### src/rtl/rxflt_pkg.sv
package rxflt_pkg;

  typedef enum logic [2:0] {
    RSN_OK   = 3'd0,
    RSN_FCS  = 3'd1,
    RSN_SIZE = 3'd2,
    RSN_LENF = 3'd3,
    RSN_VLAN = 3'd4,
    RSN_ADDR = 3'd5
  } reason_e;

  // control-to-datapath strobes
  typedef struct packed {
    logic capture;
    logic decide;
  } strobes_t;

  localparam logic [15:0] TYPE_THRESH = 16'h0600;

endpackage

### src/rtl/rxflt_ctrl.sv
module rxflt_ctrl
  import rxflt_pkg::*;
(
  input  logic     clk,
  input  logic     rstN,
  input  logic     frameEnd,
  output strobes_t stb,
  output logic     resultValid
);

  logic decideQ;

  always_ff @(posedge clk or negedge rstN) begin
    if (!rstN) begin
      decideQ     <= 1'b0;
      resultValid <= 1'b0;
    end else begin
      decideQ     <= frameEnd;
      resultValid <= decideQ;
    end
  end

  always_comb begin
    stb.capture = frameEnd;
    stb.decide  = decideQ;
  end

endmodule

### src/rtl/rxflt_dp.sv
module rxflt_dp
  import rxflt_pkg::*;
#(
  parameter int ADDR_W    = 48,
  parameter int HASH_W    = 6,
  parameter int LEN_W     = 14,
  parameter int MAX_STD   = 1518,
  parameter int MAX_BIG   = 1536,
  parameter int MAX_JUMBO = 10240,
  localparam int TBL_W    = 1 << HASH_W
) (
  input  logic              clk,
  input  logic              rstN,
  input  strobes_t          stb,
  input  logic [ADDR_W-1:0] destAddr,
  input  logic              specMatch,
  input  logic              typeMatch,
  input  logic              vlanTagged,
  input  logic [15:0]       typeLen,
  input  logic [LEN_W-1:0]  rxLen,
  input  logic              fcsBad,
  input  logic              pauseValid,
  input  logic              noBcast,
  input  logic              copyAll,
  input  logic              ucHashEn,
  input  logic              mcHashEn,
  input  logic              vlanOnly,
  input  logic              bigEn,
  input  logic              jumboEn,
  input  logic              ignoreFcs,
  input  logic              lenChkEn,
  input  logic              noPauseCopy,
  input  logic              stripFcs,
  input  logic [TBL_W-1:0]  hashReg,
  output logic              accept,
  output reason_e           dropReason,
  output logic [LEN_W-1:0]  frameLen,
  output logic              fcsFlag
);

  localparam logic [LEN_W-1:0] LIM_STD   = LEN_W'(MAX_STD);
  localparam logic [LEN_W-1:0] LIM_BIG   = LEN_W'(MAX_BIG);
  localparam logic [LEN_W-1:0] LIM_JUMBO = LEN_W'(MAX_JUMBO);
  localparam logic [LEN_W-1:0] FCS_BYTES = LEN_W'(4);

  // captured frame summary
  logic [ADDR_W-1:0] sAddr;
  logic              sSpec, sType, sVlan, sFcs, sPause;
  logic [15:0]       sTypeLen;
  logic [LEN_W-1:0]  sLen;

  always_ff @(posedge clk or negedge rstN) begin
    if (!rstN) begin
      sAddr    <= '0;
      sSpec    <= 1'b0;
      sType    <= 1'b0;
      sVlan    <= 1'b0;
      sFcs     <= 1'b0;
      sPause   <= 1'b0;
      sTypeLen <= '0;
      sLen     <= '0;
    end else if (stb.capture) begin
      sAddr    <= destAddr;
      sSpec    <= specMatch;
      sType    <= typeMatch;
      sVlan    <= vlanTagged;
      sFcs     <= fcsBad;
      sPause   <= pauseValid;
      sTypeLen <= typeLen;
      sLen     <= rxLen;
    end
  end

  // folded XOR hash, one lane per index bit
  function automatic logic [ADDR_W-1:0] laneMask(input int lane);
    logic [ADDR_W-1:0] m;
    m = '0;
    for (int k = lane; k < ADDR_W; k += HASH_W) m[k] = 1'b1;
    return m;
  endfunction

  logic [HASH_W-1:0] hashIdx;
  for (genvar b = 0; b < HASH_W; b++) begin : g_lane
    localparam logic [ADDR_W-1:0] LANE = laneMask(b);
    assign hashIdx[b] = ^(sAddr & LANE);
  end

  // size limit selection
  logic [LEN_W-1:0] sizeLimit;
  always_comb begin
    if (jumboEn)    sizeLimit = LIM_JUMBO;
    else if (bigEn) sizeLimit = LIM_BIG;
    else            sizeLimit = LIM_STD;
  end

  // individual check outcomes
  logic isGroup, isBcast, bcastBlocked, pauseBlock, hashHit, looseOk, addrOk;
  logic failFcs, failSize, failLenF, failVlan;
  logic [31:0] lenWide, fieldWide;

  always_comb begin
    isGroup      = sAddr[0];
    isBcast      = &sAddr;
    bcastBlocked = isBcast && noBcast;
    pauseBlock   = sPause && noPauseCopy;
    hashHit      = hashReg[hashIdx] && (isGroup ? mcHashEn : ucHashEn);
    looseOk      = copyAll ||
                   (!bcastBlocked && (hashHit || sType || isBcast));
    addrOk       = (sSpec && !bcastBlocked) || (!pauseBlock && looseOk);

    lenWide   = 32'(sLen);
    fieldWide = 32'(sTypeLen);
    failFcs   = sFcs && !ignoreFcs;
    failSize  = sLen > sizeLimit;
    failLenF  = lenChkEn && (sTypeLen < TYPE_THRESH) && (lenWide < fieldWide);
    failVlan  = vlanOnly && !sVlan;
  end

  reason_e reasonNext;
  always_comb begin
    if (failFcs)       reasonNext = RSN_FCS;
    else if (failSize) reasonNext = RSN_SIZE;
    else if (failLenF) reasonNext = RSN_LENF;
    else if (failVlan) reasonNext = RSN_VLAN;
    else if (!addrOk)  reasonNext = RSN_ADDR;
    else               reasonNext = RSN_OK;
  end

  logic [LEN_W-1:0] lenNext;
  always_comb begin
    if (!stripFcs)              lenNext = sLen;
    else if (sLen >= FCS_BYTES) lenNext = sLen - FCS_BYTES;
    else                        lenNext = '0;
  end

  always_ff @(posedge clk or negedge rstN) begin
    if (!rstN) begin
      accept     <= 1'b0;
      dropReason <= RSN_OK;
      frameLen   <= '0;
      fcsFlag    <= 1'b0;
    end else if (stb.decide) begin
      accept     <= (reasonNext == RSN_OK);
      dropReason <= reasonNext;
      frameLen   <= lenNext;
      fcsFlag    <= sFcs;
    end
  end

endmodule

### src/rtl/eth_rx_filter.sv
module eth_rx_filter
  import rxflt_pkg::*;
#(
  parameter int ADDR_W    = 48,
  parameter int HASH_W    = 6,
  parameter int LEN_W     = 14,
  parameter int MAX_STD   = 1518,
  parameter int MAX_BIG   = 1536,
  parameter int MAX_JUMBO = 10240,
  localparam int TBL_W    = 1 << HASH_W
) (
  input  logic              clk,
  input  logic              rstN,
  input  logic              frameEnd,
  input  logic [ADDR_W-1:0] destAddr,
  input  logic              specMatch,
  input  logic              typeMatch,
  input  logic              vlanTagged,
  input  logic [15:0]       typeLen,
  input  logic [LEN_W-1:0]  rxLen,
  input  logic              fcsBad,
  input  logic              pauseValid,
  input  logic              noBcast,
  input  logic              copyAll,
  input  logic              ucHashEn,
  input  logic              mcHashEn,
  input  logic              vlanOnly,
  input  logic              bigEn,
  input  logic              jumboEn,
  input  logic              ignoreFcs,
  input  logic              lenChkEn,
  input  logic              noPauseCopy,
  input  logic              stripFcs,
  input  logic [TBL_W-1:0]  hashReg,
  output logic              resultValid,
  output logic              accept,
  output logic [2:0]        dropReason,
  output logic [LEN_W-1:0]  frameLen,
  output logic              fcsFlag
);

  strobes_t stb;
  reason_e  reasonQ;

  rxflt_ctrl u_ctrl (
    .clk        (clk),
    .rstN       (rstN),
    .frameEnd   (frameEnd),
    .stb        (stb),
    .resultValid(resultValid)
  );

  rxflt_dp #(
    .ADDR_W   (ADDR_W),
    .HASH_W   (HASH_W),
    .LEN_W    (LEN_W),
    .MAX_STD  (MAX_STD),
    .MAX_BIG  (MAX_BIG),
    .MAX_JUMBO(MAX_JUMBO)
  ) u_dp (
    .clk        (clk),
    .rstN       (rstN),
    .stb        (stb),
    .destAddr   (destAddr),
    .specMatch  (specMatch),
    .typeMatch  (typeMatch),
    .vlanTagged (vlanTagged),
    .typeLen    (typeLen),
    .rxLen      (rxLen),
    .fcsBad     (fcsBad),
    .pauseValid (pauseValid),
    .noBcast    (noBcast),
    .copyAll    (copyAll),
    .ucHashEn   (ucHashEn),
    .mcHashEn   (mcHashEn),
    .vlanOnly   (vlanOnly),
    .bigEn      (bigEn),
    .jumboEn    (jumboEn),
    .ignoreFcs  (ignoreFcs),
    .lenChkEn   (lenChkEn),
    .noPauseCopy(noPauseCopy),
    .stripFcs   (stripFcs),
    .hashReg    (hashReg),
    .accept     (accept),
    .dropReason (reasonQ),
    .frameLen   (frameLen),
    .fcsFlag    (fcsFlag)
  );

  assign dropReason = reasonQ;

endmodule

### config.mk
export PLATFORM = sky130hd
export DESIGN_NAME = eth_rx_filter
export DESIGN_NICKNAME = d
export VERILOG_FILES = /design/src/rtl/rxflt_pkg.sv /design/src/rtl/rxflt_ctrl.sv /design/src/rtl/rxflt_dp.sv /design/src/rtl/eth_rx_filter.sv
export SDC_FILE = /design/constraint.sdc
export NUM_CORES = 1
export LEC_CHECK = 0
export BUFFER_PORTS_ARGS = -buffer_cell sky130_fd_sc_hd__buf_2
export CORE_ASPECT_RATIO = 2
export CORE_UTILIZATION = 52
export DETAILED_ROUTE_END_ITERATION = 10
export PLACE_DENSITY = 0.81
export SKIP_CTS_REPAIR_TIMING = 1
export SLEW_MARGIN = 30
export SYNTH_ARGS = -nofsm -noshare
export SYNTH_HDL_FRONTEND = slang
export SYNTH_SLANG_ARGS = --single-unit
export TNS_END_PERCENT = 30
### constraint.sdc
create_clock -name clk -period 2.9 [get_ports clk]
set_input_delay 0.435 -clock clk [delete_from_list [all_inputs] [get_ports clk]]
set_output_delay 0.435 -clock clk [all_outputs]
set_load 0.02 [all_outputs]
==> impl_metrics.prom, run 1 <==
# TYPE chip_impl_metric gauge
chip_impl_info{name="cpLargestDelayFamily",value="compound AO/OA/AOI/OAI gates"} 1
chip_impl_metric{name="num_rows",unit=""} 54
chip_impl_metric{name="area_fraction_in_compound_gates_after_synthesis",unit="%"} 9.52
chip_impl_info{name="most-common-layout-cells",value="178 x buf_2, 104 x dfrtp_1, 68 x mux2_2"} 1
chip_impl_metric{name="core-area",unit="µm²"} 10900
chip_impl_metric{name="dp.cells",unit=""} 821
chip_impl_info{name="dominant_combinational_cell_family_by_area_after_synthesis",value="multiplexers"} 1
chip_impl_metric{name="effective_utilization_at_floorplan",unit="%"} 53.3
chip_impl_metric{name="powerDensity",unit="nW/µm²"} 703
chip_impl_metric{name="post_drt_via_cell_ratio",unit=""} 5.73
chip_impl_metric{name="synth_adder_area_share",unit="%"} 5.40
chip_impl_metric{name="layout_worst_path_cycle_share",unit="%"} 96.6
chip_impl_metric{name="path_depth",unit=""} 11
chip_impl_info{name="cp_cell_sequence",value="xnor2_1 -> xnor2_1 -> xnor2_2 -> buf_4 -> clkbuf_16 -> mux4_1 -> o22ai_2 -> a31oi_1 -> o211ai_2 -> a31oi_2 -> a32o_2"} 1
chip_impl_metric{name="h-tree-depth",unit=""} 3
chip_impl_metric{name="final_util",unit="%"} 67.4
chip_impl_metric{name="grt_usage",unit="%"} 27.8
chip_impl_info{name="status",value="completed"} 1
chip_impl_metric{name="post_drt_wl_per_cell",unit="µm"} 19.3
chip_impl_metric{name="ys_types",unit=""} 50
chip_impl_metric{name="drive_gt1_share",unit="%"} 43.6
chip_impl_metric{name="port-buffer-count",unit=""} 180
chip_impl_metric{name="die_width",unit="µm"} 76.6
chip_impl_metric{name="chipHeight",unit="µm"} 151
chip_impl_metric{name="final-hold-violation-count",unit=""} 0
chip_impl_metric{name="final.hold.worst_slack",unit="ns"} 0.0724
chip_impl_info{name="leading_cell_type_in_the_layout_fill_and_taps_excluded",value="buf_2"} 1
chip_impl_metric{name="max-cap-violations",unit=""} 0
chip_impl_metric{name="slew_violations",unit=""} 0
chip_impl_metric{name="total_power",unit="µW"} 5150
chip_impl_metric{name="asyncSetResetFlopFracSynth",unit="%"} 100
chip_impl_metric{name="synth_xor_xnor_area_share",unit="%"} 7.84
chip_impl_metric{name="largest_net_degree_at_the_start_of_global_routing",unit=""} 104
chip_impl_metric{name="slew-limit-headroom",unit="%"} 60.4
chip_impl_info{name="cell_repeated_most_along_the_worst_path",value="xnor2_1"} 1
chip_impl_info{name="crit_slowest_cell",value="mux4_1"} 1
chip_impl_metric{name="cts_buffer_depth",unit=""} 2
chip_impl_metric{name="maxClockFrequency",unit="GHz"} 0.357
chip_impl_metric{name="numClockSinks",unit=""} 104
chip_impl_info{name="setup.worst_path.start_class",value="register"} 1
chip_impl_metric{name="synth.area.mux_share",unit="%"} 19.6
chip_impl_metric{name="final_cell_count_no_fill",unit=""} 844
chip_impl_metric{name="drtPass1Iterations",unit=""} 4
chip_impl_metric{name="grt_antenna_before_repair",unit=""} 0
chip_impl_info{name="worstSetupPathType",value="register to register"} 1
chip_impl_metric{name="final_antenna_net_count",unit=""} 0
chip_impl_metric{name="wirelength",unit="µm"} 16300
chip_impl_metric{name="power.leakage",unit="µW"} 0.00338
chip_impl_metric{name="worst_setup_hold_path_clk_slew",unit="ns"} 0.07
chip_impl_metric{name="io-pin-count",unit=""} 181
chip_impl_metric{name="post_synth_and_or_nand_nor_area_fraction",unit="%"} 9.81
chip_impl_metric{name="worst_ep_arrival_time",unit="ns"} 3.04
chip_impl_metric{name="timing.reg2reg.worst_path_depth",unit=""} 11
chip_impl_metric{name="postSynthNetCount",unit=""} 693
chip_impl_metric{name="share_of_synthesized_area_occupied_by_flip_flops_and_latches",unit="%"} 44.9
chip_impl_metric{name="cts_made_buffers",unit=""} 9
chip_impl_metric{name="diodes",unit=""} 0
chip_impl_metric{name="synth-edff-count",unit=""} 0
chip_impl_metric{name="worst-path-max-fanout",unit=""} 10
chip_impl_metric{name="crit_required",unit="ns"} 3.13
chip_impl_metric{name="ys_warn_count",unit=""} 0
chip_impl_metric{name="count_of_vias_placed_by_the_detailed_router",unit=""} 4832
chip_impl_info{name="min_path_type",value="input pin to async pin"} 1
chip_impl_metric{name="period_needed",unit="ns"} 2.80
chip_impl_metric{name="global_route.overflow_total",unit=""} 0
chip_impl_metric{name="cp.buffers_inverters",unit=""} 2
chip_impl_metric{name="first_iter_violations",unit=""} 293
chip_impl_metric{name="syn-mean-instance-area",unit="µm²"} 11.4
chip_impl_info{name="rsz0062_at_grt",value="no"} 1
chip_impl_metric{name="syn-cell-area",unit="µm²"} 5790
chip_impl_info{name="clock_tree.root_cell",value="clkbuf_16"} 1
chip_impl_metric{name="fin_tns_setup",unit="ns"} 0
chip_impl_metric{name="synthesis.instances",unit=""} 507
chip_impl_metric{name="worst_ir_drop_vdd",unit="mV"} 0.494
chip_impl_metric{name="clock_insertion_delay_worst_skew",unit="ns"} 0.34
chip_impl_metric{name="max_stage_delay",unit="ns"} 0.57
chip_impl_info{name="cts_tree",value="yes"} 1
chip_impl_metric{name="globalplace.congestion",unit=""} 0.893
chip_impl_metric{name="post-dp-hpwl",unit="µm"} 12700
chip_impl_metric{name="grt_first_pass_wirelength",unit="µm"} 24400
chip_impl_info{name="critical_path_endpoint_category",value="register"} 1
chip_impl_metric{name="synth.ff_latch_count",unit=""} 104
chip_impl_metric{name="vias_in_the_first_global_route",unit=""} 5074
chip_impl_metric{name="floorplan.die_area",unit="µm²"} 11600
chip_impl_info{name="ys_dominant_reg_cell",value="dfrtp_1"} 1
chip_impl_metric{name="finalSetupViolCount",unit=""} 0
chip_impl_metric{name="timing_worst_slew_pin_value",unit="ns"} 0.588
chip_impl_metric{name="nNetsFinal",unit=""} 885
chip_impl_metric{name="clock-skew-final",unit="ns"} 0.00722
chip_impl_metric{name="detail_route.drc_violations",unit=""} 0
chip_impl_metric{name="area_growth",unit="%"} 26.6
==> synthesized netlist by cell type, types with 7 or more instances <==
cell | n | area, µm²
mux2_2 | 68 | 766
o2bb2ai_1 | 9 | 78.8
nand4_1 | 13 | 81.3
nor4_1 | 11 | 68.8
dfrtp_1 | 104 | 2600
a21oi_1 | 17 | 85.1
ha_1 | 25 | 313
xor2_1 | 7 | 61.3
nand3_1 | 13 | 65.1
nor2_1 | 21 | 78.8
mux4_2 | 10 | 225
inv_1 | 22 | 82.6
xnor2_1 | 43 | 377
clkbuf_1 | 15 | 56.3
o21ai_0 | 23 | 115
nor3_1 | 7 | 35.0
mux2i_1 | 8 | 80.1
nand2_1 | 36 | 135
==> layout make-up <==
| type | count | area, µm² |
|---|---|---|
| clock buffers | 11 | 253 |
| inverters | 22 | 82.6 |
| clock inverters | 5 | 38.8 |
| flip-flops and latches | 104 | 2600 |
| repair buffers | 199 | 1100 |
| fillers | 821 | 3540 |
| multi-input cells | 363 | 3080 |
| well taps | 140 | 175 |
==> cell families (layout without fill, tap and decap cells) <==
| group | Yosys count | in the layout |
|---|---|---|
| AND/OR/NAND/NOR | 116 | 116 |
| AO/OA/AOI/OAI | 82 | 82 |
| flip-flops | 104 | 104 |
| multiplexers | 89 | 89 |
| buffers and inverters | 40 | 237 |
| adder cells (fa/ha/maj) | 25 | 25 |
| XOR/XNOR | 51 | 51 |
==> final timing paths <==
check | start | end | slack (ns)
worst min-delay path | rstN | u_dp.frameLen[7] | 0.07
worst min register to register | u_dp.frameLen[6] | u_dp.frameLen[6] | 0.49
worst max-delay path | u_dp.sAddr[30] | u_dp.accept | 0.1
min in group clk | typeLen[13] | u_dp.sTypeLen[13] | 0.31
worst max register to register | u_dp.sAddr[30] | u_dp.accept | 0.1
max in group asynchronous | rstN | u_dp.sAddr[34] | 2.11
==> per-layer routing <==
| metal | global-route usage (%) | routed length (µm) | vias to the layer above |
|---|---|---|---|
| met5 | 0 | 0 | - |
| met4 | 15.0 | 770 | 0 |
| met3 | 3.86 | 677 | 56 |
| met2 | 54.0 | 9220 | 199 |
| met1 | 28.1 | 5610 | 2341 |
| li1 | - | - | 2236 |
==> worst register-to-register path: cells and delay by family (launching register included) <==
kind / cells / cell delay [ns]
flops: 1 / 0.41
buf+inv: 2 / 0.32
compound gates: 5 / 0.83
mux: 1 / 0.57
xor+xnor: 3 / 0.58
==> stage by stage <==
stage	worst slack, ns	instance area [µm²]
floorplan	0.383	5790
global placement	-0.0112	6920
detailed placement	-0.130	6920
CTS	-0.149	7210
global route	0.00535	7330
finish	0.0984	7330
==> state kept, by name (all words and copies together), names as in the netlist, 3 cells and up <==
register         flops
u_dp.sAddr          48
u_dp.sTypeLen       16
u_dp.dropReason      3
u_dp.sLen           14
u_dp.frameLen       14
==> power breakdown <==
part           internal (µW)  leakage, µW  switching (µW)
Clock                    636     0.000143             542
Sequential              1600      0.00123             151
Combinational           1150      0.00201            1070
No activity file was read; power rests on OpenSTA's default activity.
==> run 2, diff against run 1 <==
- REMOVE_ABC_BUFFERS: unset -> 1
==> impl_metrics.prom, run 2 (synthesis gave the netlist of run 1 again) <==
# TYPE chip_impl_metric gauge
chip_impl_info{name="status",value="completed"} 1
chip_impl_metric{name="effective_utilization_at_floorplan",unit="%"} 53.3
chip_impl_metric{name="maxClockFrequency",unit="GHz"} 0.355
chip_impl_metric{name="dp.cells",unit=""} 826
chip_impl_info{name="cpLargestDelayFamily",value="compound AO/OA/AOI/OAI gates"} 1
chip_impl_metric{name="globalplace.congestion",unit=""} 0.870
chip_impl_metric{name="core-area",unit="µm²"} 10900
chip_impl_info{name="largestRegisters",value="u_dp.sAddr: 48 flops, u_dp.sTypeLen: 16 flops"} 1
chip_impl_metric{name="drive_gt1_share",unit="%"} 43.9
chip_impl_metric{name="area_growth",unit="%"} 28.3
chip_impl_info{name="worstReg2RegStart",value="u_dp.sAddr[30]"} 1
chip_impl_metric{name="crit_required",unit="ns"} 3.14
chip_impl_metric{name="detail_route.drc_violations",unit=""} 0
chip_impl_metric{name="num_rows",unit=""} 54
chip_impl_metric{name="nNetsFinal",unit=""} 889
chip_impl_metric{name="grt_first_pass_wirelength",unit="µm"} 24200
chip_impl_metric{name="cts_buffer_depth",unit=""} 2
chip_impl_metric{name="worst-path-max-fanout",unit=""} 5
chip_impl_info{name="critical_path_endpoint_category",value="register"} 1
chip_impl_metric{name="port-buffer-count",unit=""} 180
chip_impl_metric{name="slew_violations",unit=""} 0
chip_impl_metric{name="cp.buffers_inverters",unit=""} 2
chip_impl_metric{name="timing.reg2reg.worst_path_depth",unit=""} 11
chip_impl_metric{name="total_power",unit="µW"} 5230
chip_impl_metric{name="floorplan.die_area",unit="µm²"} 11600
chip_impl_metric{name="worst_setup_hold_path_clk_slew",unit="ns"} 0.08
chip_impl_info{name="setup.worst_path.start_class",value="register"} 1
chip_impl_metric{name="largest_net_degree_at_the_start_of_global_routing",unit=""} 68
chip_impl_metric{name="wirelength",unit="µm"} 15500
chip_impl_metric{name="chipHeight",unit="µm"} 151
chip_impl_metric{name="max_stage_delay",unit="ns"} 0.48
chip_impl_metric{name="numClockSinks",unit=""} 104
chip_impl_metric{name="first_iter_violations",unit=""} 142
chip_impl_metric{name="fin_tns_setup",unit="ns"} 0
chip_impl_metric{name="final_cell_count_no_fill",unit=""} 848
chip_impl_metric{name="largest_register_ffs",unit=""} 48
chip_impl_info{name="regMostFlops",value="u_dp.sAddr"} 1
chip_impl_info{name="most-common-layout-cells",value="178 x buf_2, 104 x dfrtp_1, 68 x mux2_2"} 1
chip_impl_info{name="cell_repeated_most_along_the_worst_path",value="xnor2_2"} 1
chip_impl_metric{name="sequential_cell_area",unit="µm²"} 2600
chip_impl_metric{name="r2r_setup_slack",unit="ns"} 0.08
chip_impl_info{name="min_path_type",value="input pin to register"} 1
chip_impl_metric{name="slew-limit-headroom",unit="%"} 56.5
chip_impl_metric{name="finalSetupViolCount",unit=""} 0
chip_impl_metric{name="multiInputGateArea",unit="µm²"} 3090
chip_impl_info{name="crit_slowest_cell",value="mux4_2"} 1
chip_impl_info{name="worst_setup_endpoint",value="u_dp.accept"} 1
chip_impl_metric{name="placed_cell_area",unit="µm²"} 6960
chip_impl_metric{name="clock_insertion_delay_worst_skew",unit="ns"} 0.35
chip_impl_metric{name="path_depth",unit=""} 11
chip_impl_metric{name="grt_antenna_before_repair",unit=""} 0
chip_impl_info{name="cp_cell_sequence",value="xnor2_2 -> xnor2_2 -> xnor2_2 -> buf_6 -> clkbuf_16 -> mux4_2 -> mux2i_1 -> a31oi_1 -> o211ai_2 -> a31oi_1 -> a32o_2"} 1
chip_impl_metric{name="post_drt_via_cell_ratio",unit=""} 5.63
chip_impl_info{name="cts_tree",value="yes"} 1
chip_impl_metric{name="powerDensity",unit="nW/µm²"} 704
chip_impl_metric{name="worst_ir_drop_vdd",unit="mV"} 0.484
chip_impl_metric{name="cts_made_buffers",unit=""} 9
chip_impl_metric{name="timing_worst_slew_pin_value",unit="ns"} 0.646
chip_impl_metric{name="global_route.overflow_total",unit=""} 0
chip_impl_metric{name="worst_ep_arrival_time",unit="ns"} 3.06
chip_impl_metric{name="final-hold-violation-count",unit=""} 0
chip_impl_metric{name="power.leakage",unit="µW"} 0.00344
chip_impl_metric{name="clock-skew-final",unit="ns"} 0.00674
chip_impl_metric{name="vias_in_the_first_global_route",unit=""} 4952
chip_impl_metric{name="h-tree-depth",unit=""} 3
chip_impl_metric{name="period_needed",unit="ns"} 2.82
chip_impl_metric{name="count_of_vias_placed_by_the_detailed_router",unit=""} 4773
chip_impl_metric{name="num-fill-cells",unit=""} 837
chip_impl_info{name="clock_tree.root_cell",value="clkbuf_16"} 1
chip_impl_metric{name="layout_worst_path_cycle_share",unit="%"} 97.1
chip_impl_info{name="crit_start",value="u_dp.sAddr[30]"} 1
chip_impl_metric{name="grt_usage",unit="%"} 27.7
chip_impl_metric{name="final_design_area_no_fill",unit="µm²"} 7430
chip_impl_metric{name="max-cap-violations",unit=""} 0
chip_impl_metric{name="diodes",unit=""} 0
chip_impl_metric{name="final_util",unit="%"} 68.3
chip_impl_info{name="leading_cell_type_in_the_layout_fill_and_taps_excluded",value="buf_2"} 1
chip_impl_metric{name="drtPass1Iterations",unit=""} 5
chip_impl_info{name="worstSetupPathType",value="register to register"} 1
chip_impl_metric{name="post-dp-hpwl",unit="µm"} 12300
chip_impl_metric{name="die_width",unit="µm"} 76.6
chip_impl_info{name="r2r_end",value="u_dp.accept"} 1
chip_impl_metric{name="final_antenna_net_count",unit=""} 0
chip_impl_metric{name="io-pin-count",unit=""} 181
chip_impl_metric{name="post_drt_wl_per_cell",unit="µm"} 18.2
-- run 2: worst min-delay path, cell delays in order --
cell and delay [ns]:
buf_2 0.07, nand2_1 0.04, o21ai_0 0.06
-- run 2: layer usage --
layer,vias up,GRT usage [%],share of wire [%]
met5,-,0,0
met3,41,4.76,4.6
met1,2269,26.6,34
met2,219,54.1,57
li1,2244,-,-
met4,0,16.3,4.7
-- run 2: where the power goes --
part           switching [µW]  total, µW  internal, µW
registers                 151       1750          1600
clock network             595       1210           610
logic                    1070       2280          1210
-- run 2: worst min path at each step --
stage,slack [ns],depth (start not counted),startpoint,endpoint
5_1_grt,0.28,3,typeLen[7],u_dp.sTypeLen[7]
2_1_floorplan,0.14,0,rstN,u_ctrl.decideQ
4_1_cts,0.21,1,rstN,u_dp.sTypeLen[10]
3_5_place_dp,0.47,1,u_dp.frameLen[1],u_dp.frameLen[1]
6_report,0.29,3,typeLen[13],u_dp.sTypeLen[13]
3_3_place_gp,0.46,1,u_dp.frameLen[7],u_dp.frameLen[7]
-- run 2: cell type report --
cell class	instances	share of cell area, %
timing repair buffer	203	15.9
inverter	22	1.11
sequential	104	35.0
multi-input combinational	363	41.6
tap	140	2.36
clock buffer	9	3.03
clock inverter	7	0.960
-- run 2: per-stage QoR --
stage	setup slack (ns)	hold WS (ns)
2_1_floorplan	-0.894	0.139
3_3_place_gp	0.140	0.465
3_5_place_dp	-0.0251	0.468
4_1_cts	0.104	0.213
5_1_grt	-0.0267	0.281
6_report	0.0847	0.291
